## config.mk

```make
export PLATFORM = sky130hd
export DESIGN_NAME = tick_countdown_timer
export DESIGN_NICKNAME = d
export VERILOG_FILES = /design/src/rtl/tct_pkg.sv /design/src/rtl/tct_prescale.sv /design/src/rtl/tct_reload.sv /design/src/rtl/tct_core.sv /design/src/rtl/tick_countdown_timer.sv
export SDC_FILE = /design/constraint.sdc
export NUM_CORES = 1
export LEC_CHECK = 0
export ABC_AREA = 1
export BUFFER_PORTS_ARGS = -buffer_cell sky130_fd_sc_hd__buf_2
export CAP_MARGIN = 20
export CORE_MARGIN = 2
export CORE_UTILIZATION = 31
export CTS_CLUSTER_SIZE = 25
export DETAILED_ROUTE_END_ITERATION = 6
export PLACE_DENSITY_LB_ADDON = 0.2
export SYNTH_ARGS = -nofsm -noshare
export SYNTH_HDL_FRONTEND = slang
export SYNTH_SLANG_ARGS = --single-unit
```

## constraint.sdc

```tcl
create_clock -name clk -period 13.5 [get_ports clk]
set_clock_uncertainty 0.2 [all_clocks]
set_input_delay 0.675 -clock clk [delete_from_list [all_inputs] [get_ports clk]]
set_output_delay 0.675 -clock clk [all_outputs]
set_load 0.03 [all_outputs]
```

## src/rtl/tct_pkg.sv

```systemverilog
package tct_pkg;
    localparam int VEC_W        = 8;
    localparam int TBL_MASK_BIT = 16;
    localparam int TBL_MODE_BIT = 17;
    localparam int DIV_CFG_W    = 4;
    localparam int DIV_BAD_BIT  = 2;

    typedef enum logic [1:0] {
        ST_OFF  = 2'd0,
        ST_RUN  = 2'd1,
        ST_HALT = 2'd2
    } tmr_state_e;

    typedef enum logic [1:0] {
        SEL_TBL  = 2'd0,
        SEL_INIT = 2'd1,
        SEL_CUR  = 2'd2,
        SEL_DIV  = 2'd3
    } reg_sel_e;

    typedef struct packed {
        logic             periodic;
        logic             masked;
        logic [VEC_W-1:0] vector;
    } tbl_entry_t;
endpackage

```

## src/rtl/tct_prescale.sv

```systemverilog
module tct_prescale
    import tct_pkg::*;
#(
    parameter int TICK_W = 8
) (
    input  logic [DIV_CFG_W-1:0] div_cfg,
    input  logic [TICK_W-1:0]    tick_cnt,
    output logic                 div_ok,
    output logic [TICK_W-1:0]    scaled
);
    localparam int N_RATIO = 8;
    localparam int SH_W    = $clog2(N_RATIO);

    logic [TICK_W-1:0] shifted [N_RATIO];
    logic [SH_W-1:0]   code;
    logic [SH_W-1:0]   shamt;

    for (genvar k = 0; k < N_RATIO; k++) begin : g_shift
        assign shifted[k] = tick_cnt >> k;
    end

    // Code 111 wraps to shift 0 (divide by one).
    assign code   = {div_cfg[3], div_cfg[1], div_cfg[0]};
    assign shamt  = code + SH_W'(1);
    assign div_ok = ~div_cfg[DIV_BAD_BIT];
    assign scaled = shifted[shamt];
endmodule

```

## src/rtl/tct_reload.sv

```systemverilog
module tct_reload #(
    parameter int CNT_W  = 32,
    parameter int TICK_W = 8
) (
    input  logic [CNT_W-1:0]  init_cnt,
    input  logic [CNT_W-1:0]  cur_cnt,
    input  logic [TICK_W-1:0] scaled,
    output logic              hit,
    output logic [CNT_W-1:0]  dec_cnt,
    output logic [CNT_W-1:0]  reload_cnt
);
    localparam int PAD_W = CNT_W - TICK_W;

    logic [CNT_W-1:0]  scaled_w;
    logic [TICK_W-1:0] surplus;
    logic [CNT_W-1:0]  surplus_w;
    logic [TICK_W-1:0] divisor;
    logic [TICK_W-1:0] rem;

    assign scaled_w = {{PAD_W{1'b0}}, scaled};
    assign hit      = scaled_w >= cur_cnt;
    assign dec_cnt  = cur_cnt - scaled_w;

    // On a hit the current count is no larger than the scaled ticks,
    // so the surplus fits in the tick width.
    assign surplus   = scaled - cur_cnt[TICK_W-1:0];
    assign surplus_w = {{PAD_W{1'b0}}, surplus};

    // The modulo is needed only when the initial count is no larger than the
    // surplus, in which case it also fits in the tick width.
    assign divisor = (init_cnt[TICK_W-1:0] == '0) ? TICK_W'(1) : init_cnt[TICK_W-1:0];
    assign rem     = (init_cnt > surplus_w) ? surplus : (surplus % divisor);

    assign reload_cnt = init_cnt - {{PAD_W{1'b0}}, rem};
endmodule

```

## src/rtl/tct_core.sv

```systemverilog
module tct_core
    import tct_pkg::*;
#(
    parameter int CNT_W = 32
) (
    input  logic                 clk,
    input  logic                 rst_n,
    input  logic                 wr_en,
    input  logic [1:0]           wr_sel,
    input  logic [CNT_W-1:0]     wr_data,
    input  logic                 tick_vld,
    input  logic                 div_ok,
    input  logic                 hit,
    input  logic [CNT_W-1:0]     dec_cnt,
    input  logic [CNT_W-1:0]     reload_cnt,
    output logic [CNT_W-1:0]     init_q,
    output logic [CNT_W-1:0]     cur_q,
    output logic [DIV_CFG_W-1:0] div_q,
    output tbl_entry_t           tbl_q,
    output logic                 fire,
    output logic [VEC_W-1:0]     fire_vec
);
    tmr_state_e           state_q, state_d;
    logic [CNT_W-1:0]     init_d, cur_d;
    logic [DIV_CFG_W-1:0] div_d;
    tbl_entry_t           tbl_d;
    logic                 expire;

    function automatic tmr_state_e classify(input logic [CNT_W-1:0] ini,
                                            input logic [CNT_W-1:0] cur,
                                            input logic             per);
        if (ini == '0)
            return ST_OFF;
        else if (!per && cur == '0)
            return ST_HALT;
        else
            return ST_RUN;
    endfunction

    // Next-value and transition logic
    always_comb begin
        init_d = init_q;
        cur_d  = cur_q;
        div_d  = div_q;
        tbl_d  = tbl_q;
        expire = 1'b0;
        if (wr_en) begin
            unique case (reg_sel_e'(wr_sel))
                SEL_TBL: begin
                    tbl_d.vector   = wr_data[VEC_W-1:0];
                    tbl_d.masked   = wr_data[TBL_MASK_BIT];
                    tbl_d.periodic = wr_data[TBL_MODE_BIT];
                end
                SEL_INIT: begin
                    init_d = wr_data;
                    cur_d  = wr_data;
                end
                SEL_CUR: cur_d = wr_data;
                SEL_DIV: div_d = wr_data[DIV_CFG_W-1:0];
            endcase
        end else if (tick_vld && div_ok) begin
            unique case (state_q)
                ST_RUN: begin
                    if (hit) begin
                        expire = 1'b1;
                        cur_d  = tbl_q.periodic ? reload_cnt : '0;
                    end else begin
                        cur_d = dec_cnt;
                    end
                end
                ST_OFF, ST_HALT: begin
                end
                default: begin
                end
            endcase
        end
        state_d = classify(init_d, cur_d, tbl_d.periodic);
    end

    // State register
    always_ff @(posedge clk or negedge rst_n) begin
        if (!rst_n)
            state_q <= ST_OFF;
        else
            state_q <= state_d;
    end

    // Programmable registers
    always_ff @(posedge clk or negedge rst_n) begin
        if (!rst_n) begin
            init_q <= '0;
            cur_q  <= '0;
            div_q  <= '0;
            tbl_q  <= '{periodic: 1'b0, masked: 1'b1, vector: '0};
        end else begin
            init_q <= init_d;
            cur_q  <= cur_d;
            div_q  <= div_d;
            tbl_q  <= tbl_d;
        end
    end

    // Raise outputs
    always_ff @(posedge clk or negedge rst_n) begin
        if (!rst_n) begin
            fire     <= 1'b0;
            fire_vec <= '0;
        end else begin
            fire     <= expire && !tbl_q.masked;
            fire_vec <= (expire && !tbl_q.masked) ? tbl_q.vector : '0;
        end
    end

    a_r3_init_loads_cur: assert property (@(posedge clk) disable iff (!rst_n)
        wr_en && wr_sel == SEL_INIT |=> init_q == $past(wr_data) && cur_q == $past(wr_data));

    a_r5_off_silent: assert property (@(posedge clk) disable iff (!rst_n)
        state_q == ST_OFF && !wr_en |=> $stable(cur_q) && !fire);

    a_r7_bad_div_frozen: assert property (@(posedge clk) disable iff (!rst_n)
        !div_ok && !wr_en |=> $stable(cur_q) && !fire);

    a_r9_halt_holds: assert property (@(posedge clk) disable iff (!rst_n)
        state_q == ST_HALT && !wr_en |=> state_q == ST_HALT && cur_q == '0 && !fire);

    a_r10_reload_range: assert property (@(posedge clk) disable iff (!rst_n)
        state_q == ST_RUN && tick_vld && div_ok && !wr_en && hit && tbl_q.periodic
        |=> cur_q != '0 && cur_q <= init_q);

    a_r11_fire_unmasked: assert property (@(posedge clk) disable iff (!rst_n)
        fire |-> !tbl_q.masked && fire_vec == tbl_q.vector);

    a_r13_write_wins: assert property (@(posedge clk) disable iff (!rst_n)
        wr_en && wr_sel == SEL_CUR |=> cur_q == $past(wr_data) && !fire);
endmodule

```

## src/rtl/tick_countdown_timer.sv

```systemverilog
module tick_countdown_timer
    import tct_pkg::*;
#(
    parameter int CNT_W  = 32,
    parameter int TICK_W = 8
) (
    input  logic              clk,
    input  logic              rst_n,
    input  logic              tick_vld,
    input  logic [TICK_W-1:0] tick_cnt,
    input  logic              wr_en,
    input  logic [1:0]        wr_sel,
    input  logic [CNT_W-1:0]  wr_data,
    input  logic [1:0]        rd_sel,
    output logic [CNT_W-1:0]  rd_data,
    output logic              fire,
    output logic [VEC_W-1:0]  fire_vec
);
    logic [CNT_W-1:0]     init_q, cur_q, dec_cnt, reload_cnt;
    logic [DIV_CFG_W-1:0] div_q;
    tbl_entry_t           tbl_q;
    logic                 div_ok, hit;
    logic [TICK_W-1:0]    scaled;

    tct_prescale #(.TICK_W(TICK_W)) u_prescale (
        .div_cfg (div_q),
        .tick_cnt(tick_cnt),
        .div_ok  (div_ok),
        .scaled  (scaled)
    );

    tct_reload #(.CNT_W(CNT_W), .TICK_W(TICK_W)) u_reload (
        .init_cnt  (init_q),
        .cur_cnt   (cur_q),
        .scaled    (scaled),
        .hit       (hit),
        .dec_cnt   (dec_cnt),
        .reload_cnt(reload_cnt)
    );

    tct_core #(.CNT_W(CNT_W)) u_core (
        .clk       (clk),
        .rst_n     (rst_n),
        .wr_en     (wr_en),
        .wr_sel    (wr_sel),
        .wr_data   (wr_data),
        .tick_vld  (tick_vld),
        .div_ok    (div_ok),
        .hit       (hit),
        .dec_cnt   (dec_cnt),
        .reload_cnt(reload_cnt),
        .init_q    (init_q),
        .cur_q     (cur_q),
        .div_q     (div_q),
        .tbl_q     (tbl_q),
        .fire      (fire),
        .fire_vec  (fire_vec)
    );

    always_comb begin
        rd_data = '0;
        unique case (reg_sel_e'(rd_sel))
            SEL_TBL: begin
                rd_data[VEC_W-1:0]   = tbl_q.vector;
                rd_data[TBL_MASK_BIT] = tbl_q.masked;
                rd_data[TBL_MODE_BIT] = tbl_q.periodic;
            end
            SEL_INIT: rd_data = init_q;
            SEL_CUR:  rd_data = cur_q;
            SEL_DIV:  rd_data[DIV_CFG_W-1:0] = div_q;
        endcase
    end
endmodule

```

# --- Word level (Yosys, flattened, before mapping) ---
# Cells that the tools add are included.
op_classes:
  add_sub_neg: 4
  n_div: 1
  order_cmp: 3
  n_eq_ne: 7
  mux: 27
  n_bitwise: 2
  reduce_logical: 13
ops:
  columns: ["cell", "n"]
  rows:
  - ["$mux W32", 8]
  - ["$logic_not A32 Y1", 2]
  - ["$sub A32 B8 Y32", 2]
  - ["$mux W8", 5]
  - ["$ge A8 B32 Y1", 1]
  - ["$gt A32 B8 Y1", 1]
  - ["$pmux W14 S2", 1]
  - ["$bmux W8 S3", 1]
  - ["$mux W10", 2]
  - ["$pmux W4 S4", 1]
  - ["$pmux W8 S2", 1]
  - ["$pmux W4 S3", 1]
  - ["$eq A2 B2 Y1 const B", 4]
  - ["$logic_not A8 Y1", 1]
  - ["$mod A8 B8 Y8", 1]
  - ["$sub A8 B8 Y8", 1]
  - ["$eq A2 B1 Y1 const B", 3]
  - ["$pmux W2 S3", 1]
  - ["$ge A4 B4 Y1 const B", 1]
  - ["$logic_not A2 Y1", 2]
  - ["$mux W1", 4]
  - ["$mux W2", 2]
  - ["$not A3 Y4", 1]
  - ["$reduce_and A2 Y1", 2]
  - ["other kinds (5)", 8]
word_totals:
  register_bits: 89
  inputBits: 48
  out_inout_bits: 41
  word_cells: 66

# --- Logic depth before layout (Yosys ltp) ---
# Gate-level depths: netlist of the first run.
logic_depth:
  word_depth: 18
  depth_mapped: 110

# --- Hierarchy ---
# Synthesis of the first run repeated with hierarchy kept, for this count alone.
hier_totals:
  hier_cells: 1549
  hier_area_um2: 9918.3
modules_own_cells:
  columns: ["module", "instances", "cells_per_inst", "area_per_inst_um2", "seq_area_each_um2"]
  rows:
  - ["tct_core", 1, 656, 4782.1, 2228.4]
  - ["tct_reload", 1, 682, 4166.5, 0.0]
  - ["tick_countdown_timer", 1, 152, 664.4, 0.0]
  - ["tct_prescale", 1, 59, 305.3, 0.0]

# --- Worst setup path after synthesis of the first run ---
# Ideal clock, no wire load.
synth_timing:
  path_type: "register to register"
  from: "register u_core.div_q[1]"
  to: "register u_core.state_q[1]"
  arrival_ps: 13131
  setup_slack_ps: 98
  stages_incl_launch_ff: 99
  path_buffers: 1
  synth_period_minus_slack_ps: 13402
  path_cell_list: "dfrtp_1 > ha_1 > clkinv_1 > o21ai_0 > nor2_1 > ha_1 > buf_4 > a21oi_1 > nor2_1 > nor3b_1 > nand3b_1 > nand2_1 > inv_1 > ha_1 > o21ai_0 > nand3_1 > nand2_1 > ha_1 > [... 63 more ...] > fa_1 > nand3_1 > nand2_1 > nand2_1 > nand2_1 > nor2_2 > nand2_1 > nand2_1 > nor2_1 > o21ai_0 > o21ai_1 > nor2_1 > nand2_1 > nor2_1 > nand2_1 > nor2_2 > nand2_1 > nor2_1"
synth_between:
  elab_chain_len: 18
  elab_cells_between_ends: 21
  cone_classes: "4 x add/sub; 1 x div; 2 x order compare; 11 x mux; 1 x bitwise; 2 x reduce/logical"
synth_rtl:
  columns: ["element", "line_no", "text"]
  rows:
  - ["start, declared", "tct_core.sv:18", "output logic [DIV_CFG_W-1:0] div_q,"]
  - ["start signal, assigned", "tct_core.sv:98", "div_q <= div_d;"]
  - ["$add A3 B1 Y3 (*)", "tct_prescale.sv:24", "assign shamt = code + SH_W'(1);"]
  - ["$not A3 Y4 (implied by the code) (*)", "tct_prescale.sv:26", "assign scaled = shifted[shamt];"]
  - ["$bmux W8 S3 (*)", "tct_prescale.sv:26", null]
  - ["$mux W8 (implied by the code) (*) (2 in series)", "tct_prescale.sv:26", null]
  - ["$sub A8 B8 Y8", "tct_reload.sv:26", "assign surplus = scaled - cur_cnt[TICK_W-1:0];"]
  - ["$mod A8 B8 Y8 or $gt A32 B8 Y1 (tied branches)", "tct_reload.sv:32", "assign rem = (init_cnt > surplus_w) ? surplus : (surplus % divisor);"]
  - ["$mux W8", "tct_reload.sv:32", null]
  - ["$sub A32 B8 Y32", "tct_reload.sv:34", "assign reload_cnt = init_cnt - {{PAD_W{1'b0}}, rem};"]
  - ["[... 3 more ...]", null, null]
  - ["$mux W32 (*)", "tct_core.sv:61", "end else if (tick_vld && div_ok) begin"]
  - ["$mux W32 (*)", "tct_core.sv:47", "if (wr_en) begin"]
  - ["net u_core.cur_d[16]", "tct_core.sv:24", "logic [CNT_W-1:0] init_d, cur_d;"]
  - ["$logic_not A32 Y1 (*)", "tct_core.sv:34", "else if (!per && cur == '0)"]
  - ["$logic_and A1 B1 Y1 (*)", "tct_core.sv:34", null]
  - ["$mux W2 (*)", "tct_core.sv:34", null]
  - ["$mux W2 (*)", "tct_core.sv:32", "if (ini == '0)"]
  - ["net u_core.state_d[1]", "tct_core.sv:23", "tmr_state_e state_q, state_d;"]
  - ["end signal, assigned", "tct_core.sv:85", "state_q <= state_d;"]
  - ["end, declared", "tct_core.sv:23", null]
# Mark *: on every way through the listed nets, which the timed path passes. The rest lies on a longest branch. The select of a mux whose other input is x is not followed.
# A chain may end at the register's enable or synchronous reset.

# --- Worst setup path in the final report of the first run ---
layout_timing:
  from: "register u_core.div_q[0]"
  to: "register u_core.state_q[1]"
# Same word-level chain as after synthesis.

==> results.ini, run 1 <==
[timing]
grt_setup_unrepaired = true
finalCritPeriodShare_pct = 99.56
tightest_slew_ns = 0.8710
worst_slack_ns = 0.05927
finalHoldWorstSlack_ns = 0.09372
fin_crit_ns = 13.44
finalHoldViolCount = 0
drv_slew = 0
relSlewSlack_pct = 41.57
setup_viol = 0
fmax_mhz = 74.40

[worst_setup_path]
cp_slowest_stage_delay_ns = 0.42
cp.buffers_inverters = 20
rr_startpoint = u_core.div_q[0]$_DFFE_PN0P_
ff2ff_path_depth = 98
required_ns = 13.59
crit_family = simple AND/OR/NAND/NOR gates
crit_top_cell = nand2_1
crit_fanout = 7
crit_slowest_cell = dfrtp_1
r2r_slack_ns = 0.06
timing.rr.end = u_core.state_q[1]$_DFF_PN0_
cp-end-kind = flip-flop
cp_data_arrival_time_ns = 13.53
start_kind = flip-flop
worstSetupPathType = reg -> reg

[die]
die_h_um = 185.9
coreArea_um2 = 32540
design.die.area_um2 = 34580
die_w_um = 185.9
start_util_pct = 31.54
io_pins = 89
rows = 66

[global_routing]
track_usage_pct = 26.25
grt_pass1_vias = 12030
grt_remaining_overflow = 0
grt_max_degree = 65
grt_pass1_wl_um = 68450
antenna_found_initial = 1

[final_layout]
register_area_um2 = 2228
fill_cells = 3522
drive_gt1_share_pct = 28.41
nNetsFinal = 2130
post-route-cell-area_um2 = 14280
final_cell_mix = nand2_1 (472), buf_4 (232), inv_1 (219), nor2_1 (139), a21oi_1 (110)
multiInputGateArea_um2 = 7971
area_growth_syn_to_layout_pct = 39.12
final_common_cell = nand2_1

[logic_synthesis]
synth_edf_count = 0
synth_cells = 1705
async_flop_share_pct = 100.0
synth-main-ff-cell = dfrtp_1
synthMuxAreaShare_pct = 0.1951
ys_warn_count = 0
synth_nets = 1837
synthXorXnorAreaFrac_pct = 3.158
avgSynthCellArea_um2 = 6.019
synth-seq-cells = 89
synth_fa_ha_area_share_pct = 10.53
ys_seq_area_share_pct = 21.71
synthDistinctLibCells = 46
synth_top_family_by_area = simple AND/OR/NAND/NOR gates
synth_simple_gate_area_share_pct = 37.03
synth_compound_area_share_pct = 16.37
syn_area_um2 = 10260

[drt]
viasPerCell = 5.196
vias = 12710
drc = 0
drt_pass1_iterations = 6
drtIter0Drc = 968
ant_nets = 0
wl_um = 46030
wl_per_cell_um = 18.82

[run_status]
status = complete, no violations

[clock_network]
clk_pin_slew_ns = 0.07
numCtsBuffers = 9
clockRootBuffer = clkbuf_16
cts_max_level = 3
worst_skew_pair.late_latency_ns = 0.36
cts_tree = done
cts_buffer_depth = 2
clock-sinks = 89

[worst_hold_path]
hp-class = in -> async

[place]
post_dp_cell_area_um2 = 12490
io_buffers = 88
hpwl_um = 35850
gp_congestion = 0.9777
pre_cts_slack_ns = -1.114

[flow_run]
max_cap_violations = 0

==> stage by stage <==
stage	setup TNS, ns	utilization, %	cells
floorplan	0	-	1705
global placement	-2.462	38.40	2381
detailed placement	-12.89	38.40	2381
CTS	0	41.17	2429
global route	-4.129	43.88	2446
finish	0	43.88	2446
==> Yosys cell counts (2+ instances only) <==
library cell    n  area share [%]
o211ai_1        9            0.66
clkbuf_1       35             1.3
o31ai_1         3            0.22
o21ai_2         2            0.17
o22ai_1         3            0.18
buf_4           2            0.15
nor2_4          3            0.33
nor2_1        155             5.7
o21ai_1        20            0.98
xor2_1         27             2.3
xnor2_1        10            0.85
nor3_1         20            0.98
and2_1          5            0.30
o21bai_1        8            0.59
buf_2           5            0.24
nand3_2        11             1.1
o21ai_0       122             5.9
nand2_1       508              19
a21o_1          2            0.15
nand3_1       129             6.3
nand4_1        26             1.6
buf_6           4            0.44
nand3b_1        7            0.51
nor4_1         10            0.61
inv_2           2           0.073
nor2_2          7            0.43
a21oi_1       131             6.4
or2_2           6            0.37
a21oi_2         5            0.43
a211oi_1        2            0.15
dfrtp_1        88              21
inv_1         236             8.6
ha_1           80             9.8
mux2i_1         2            0.20
clkinv_1        4            0.15
nand2_2         2            0.12
a32oi_1         2            0.17
fa_1            4            0.78
==> per-layer routing <==
layer | share of wire (%) | GRT usage, %
met5 | 0 | 0
met4 | 4.9 | 11.56
met3 | 4.1 | 2.054
met2 | 49 | 45.37
met1 | 42 | 33.41
==> layout make-up <==
type	instances	share of cell area, %
Multi-Input combinational cell	1327	55.83
Timing Repair Buffer	329	16.15
Sequential cell	89	15.61
Inverter	242	6.503
Tap cell	442	3.873
Clock buffer	10	1.604
Clock inverter	6	0.4119
Antenna cell	1	0.01753
==> registers in the layout, summed over array words and instances (netlist names) <==
| signal | count |
|---|---|
| u_core.state_q | 2 |
| u_core.div_q | 4 |
| u_core.init_q | 32 |
| u_core.cur_q | 32 |
| u_core.fire_vec | 8 |
| u_core.tbl_q | 10 |
| u_core.fire | 1 |
==> kinds of logic (layout without fill, tap and decap cells) <==
family	Yosys count	in the layout
DFF	89	89
xor gates and xnor gates	37	37
buffers and inverters	289	587
other	0	1
muxes	2	2
AOI/OAI and AO/OA	313	313
and+or+nand+nor	891	891
adders and majority gates	84	84
==> repair_timing <==
item                                    in CTS  in global routing
endpoints found under the setup margin      31                 33
resized for setup                          112                156
setup buffers                               32                 17
pin swaps                                   65                104
hold buffers                                 0                  0
==> worst max path at each step <==
stage | start | to | cells after the start
3_3_place_gp | tick_cnt[5] | u_core.state_q[1]$_DFF_PN0_ | 98
4_1_cts | u_core.div_q[0]$_DFFE_PN0P_ | u_core.state_q[1]$_DFF_PN0_ | 102
2_1_floorplan | u_core.div_q[1]$_DFFE_PN0P_ | u_core.state_q[1]$_DFF_PN0_ | 98
3_5_place_dp | tick_cnt[4] | u_core.state_q[0]$_DFF_PN0_ | 99
6_report | u_core.div_q[0]$_DFFE_PN0P_ | u_core.state_q[1]$_DFF_PN0_ | 98
5_1_grt | u_core.div_q[0]$_DFFE_PN0P_ | u_core.state_q[1]$_DFF_PN0_ | 106
Power of run 1 is left out: the tool's default activity adds up to more than one toggle a clock period on the data nets, which glitch-free logic cannot reach.
==> run 2: changes to the inputs <==
--- a/config.mk
+++ b/config.mk
@@ -13,6 +13,7 @@
 export CTS_CLUSTER_SIZE = 25
 export DETAILED_ROUTE_END_ITERATION = 6
 export PLACE_DENSITY_LB_ADDON = 0.2
+export RECOVER_POWER = 50
 export SYNTH_ARGS = -nofsm -noshare
 export SYNTH_HDL_FRONTEND = slang
 export SYNTH_SLANG_ARGS = --single-unit
==> results.ini, run 2 (synthesis gave the netlist of run 1 again) <==
[die]
coreArea_um2 = 32540  ; unchanged
design.die.area_um2 = 34580  ; unchanged
die_w_um = 185.9  ; unchanged
start_util_pct = 31.54  ; unchanged
io_pins = 89  ; unchanged
rows = 66  ; unchanged
die_h_um = 185.9  ; unchanged

[worst_setup_path]
rr_startpoint = u_core.div_q[0]$_DFFE_PN0P_
cp_data_arrival_time_ns = 13.52  ; about the same
timing.rr.end = u_core.state_q[1]$_DFF_PN0_
cp-end-kind = flip-flop
worstSetupPathType = reg -> reg
ff2ff_path_depth = 98  ; unchanged
r2r_slack_ns = 0.07  ; about the same
cp_slowest_stage_delay_ns = 0.42  ; about the same
crit_top_cell = nand2_1
crit_start = u_core.div_q[0]$_DFFE_PN0P_
start_kind = flip-flop
crit_fanout = 7  ; unchanged
required_ns = 13.59  ; about the same
crit_slowest_cell = dfrtp_1

[timing]
fmax_mhz = 74.43  ; about the same
grt_setup_unrepaired = true
finalCritPeriodShare_pct = 99.52  ; about the same
relSlewSlack_pct = -101.3  ; -140 points
tightest_slew_ns = 3.019  ; +2.148 ns
finalHoldWorstSlack_ns = 0.2910  ; +0.1973 ns
drv_slew = 92  ; +92
setup_viol = 0  ; unchanged
fin_crit_ns = 13.43  ; -0.006049 ns
finalHoldViolCount = 0  ; unchanged
worst_slack_ns = 0.06531  ; +0.006048 ns

[final_layout]
nNetsFinal = 2130  ; unchanged
drive_gt1_share_pct = 27.81  ; -0.60 points
final_cell_mix = nand2_1 (473), buf_4 (230), inv_1 (219), nor2_1 (139), a21oi_1 (110)
register_area_um2 = 2228  ; unchanged
area_growth_syn_to_layout_pct = 38.92
multiInputGateArea_um2 = 7969  ; about the same
final_common_cell = nand2_1
fill_cells = 3529  ; +0.20%
largestRegisters = u_core.cur_q x32, u_core.init_q x32, u_core.tbl_q x10
fin_util_pct = 43.82  ; -0.065 points
post-route-cell-area_um2 = 14260  ; -0.15%

[global_routing]
grt_remaining_overflow = 0  ; unchanged
antenna_found_initial = 1  ; unchanged
track_usage_pct = 26.25  ; unchanged
grt_pass1_wl_um = 68450  ; unchanged
grt_pass1_vias = 12030  ; unchanged
grt_max_degree = 65  ; unchanged

[worst_hold_path]
worstHoldStart = u_core.tbl_q[3]$_DFFE_PN0P_
min_to = u_core.tbl_q[3]$_DFFE_PN0P_
hp-class = reg -> reg
min_path_cells = 2

[clock_network]
cts_max_level = 3  ; unchanged
cts_hold_buffers = 0  ; unchanged
clockRootBuffer = clkbuf_16
clock-sinks = 89  ; unchanged
clk_pin_slew_ns = 0.07  ; about the same
worst_skew_pair.late_latency_ns = 0.36  ; about the same
cts_tree = done
cts_buffer_depth = 2  ; unchanged
numCtsBuffers = 9  ; unchanged

[run_status]
status = finished with violations
violations = max-capacitance violations, max-slew violations

[drt]
drtIter0Drc = 954  ; -1.4%
vias = 12680  ; -0.25%
wl_um = 46010  ; about the same
ant_nets = 0  ; unchanged
viasPerCell = 5.183  ; -0.25%
drc = 0  ; unchanged
drt_pass1_iterations = 7  ; +1
wl_per_cell_um = 18.81  ; about the same

[place]
post_dp_cell_area_um2 = 12490  ; unchanged
io_buffers = 88  ; unchanged
pre_cts_slack_ns = -1.114  ; unchanged
gp_congestion = 0.9777  ; unchanged
hpwl_um = 35850  ; unchanged

[flow_run]
max_cap_violations = 2  ; +2

[run 2: cell types whose count changed in the layout (fill, tap and decap cells not counted), sizes merged]
cell	delta
buf	-11
clkbuf	+11
[run 2: what timing repair did]
action / CTS / global route
endpoints found under the hold margin: 0 / 0
setup buffers: 32 / 17
gates resized for setup: 112 / 156
endpoints found under the setup margin: 31 / 33
pin swaps: 65 / 104
[run 2: worst max-delay path, delay by kind of cell, from the launching register on]
family                   cells  cell delay [ns]
flip-flops                   1             0.42
buffers and inverters       20             2.22
AO/OA/AOI/OAI               21             2.96
AND/OR/NAND/NOR             46             4.68
adder cells (fa/ha/maj)     11             2.86
[run 2: worst max path at each step]
stage | end | slack (ns)
floorplan | u_core.state_q[1]$_DFF_PN0_ | 0.1
global placement | u_core.state_q[1]$_DFF_PN0_ | -0.67
detailed placement | u_core.state_q[0]$_DFF_PN0_ | -1.11
CTS | u_core.state_q[1]$_DFF_PN0_ | 0.002
global route | u_core.state_q[1]$_DFF_PN0_ | -0.79
finish | u_core.state_q[1]$_DFF_PN0_ | 0.07
[run 2: area by class of cell]
class	count	share of cell area, %
clock inverters	6	0.4125
inverters	242	6.512
flip-flops and latches	89	15.63
multi-input cells	1327	55.90
repair buffers	329	16.04
clock buffers	10	1.606
well taps	442	3.879
diodes	1	0.01755
[run 2: metrics by stage]
stage          setup TNS, ns  instances
6_report                   0       2446
2_1_floorplan              0       1705
3_5_place_dp          -12.89       2381
3_3_place_gp          -2.462       2381
4_1_cts                    0       2429
5_1_grt               -4.129       2446
[run 2: layer usage]
layer | GRT usage [%] | vias to the layer above | wire [um]
li1 | - | 6112 | -
met1 | 33.41 | 6027 | 19390
met2 | 45.37 | 436 | 22420
met3 | 2.054 | 103 | 1976
met4 | 11.56 | 0 | 2217
met5 | 0 | - | 0
Power of run 2 is left out for the same reason.
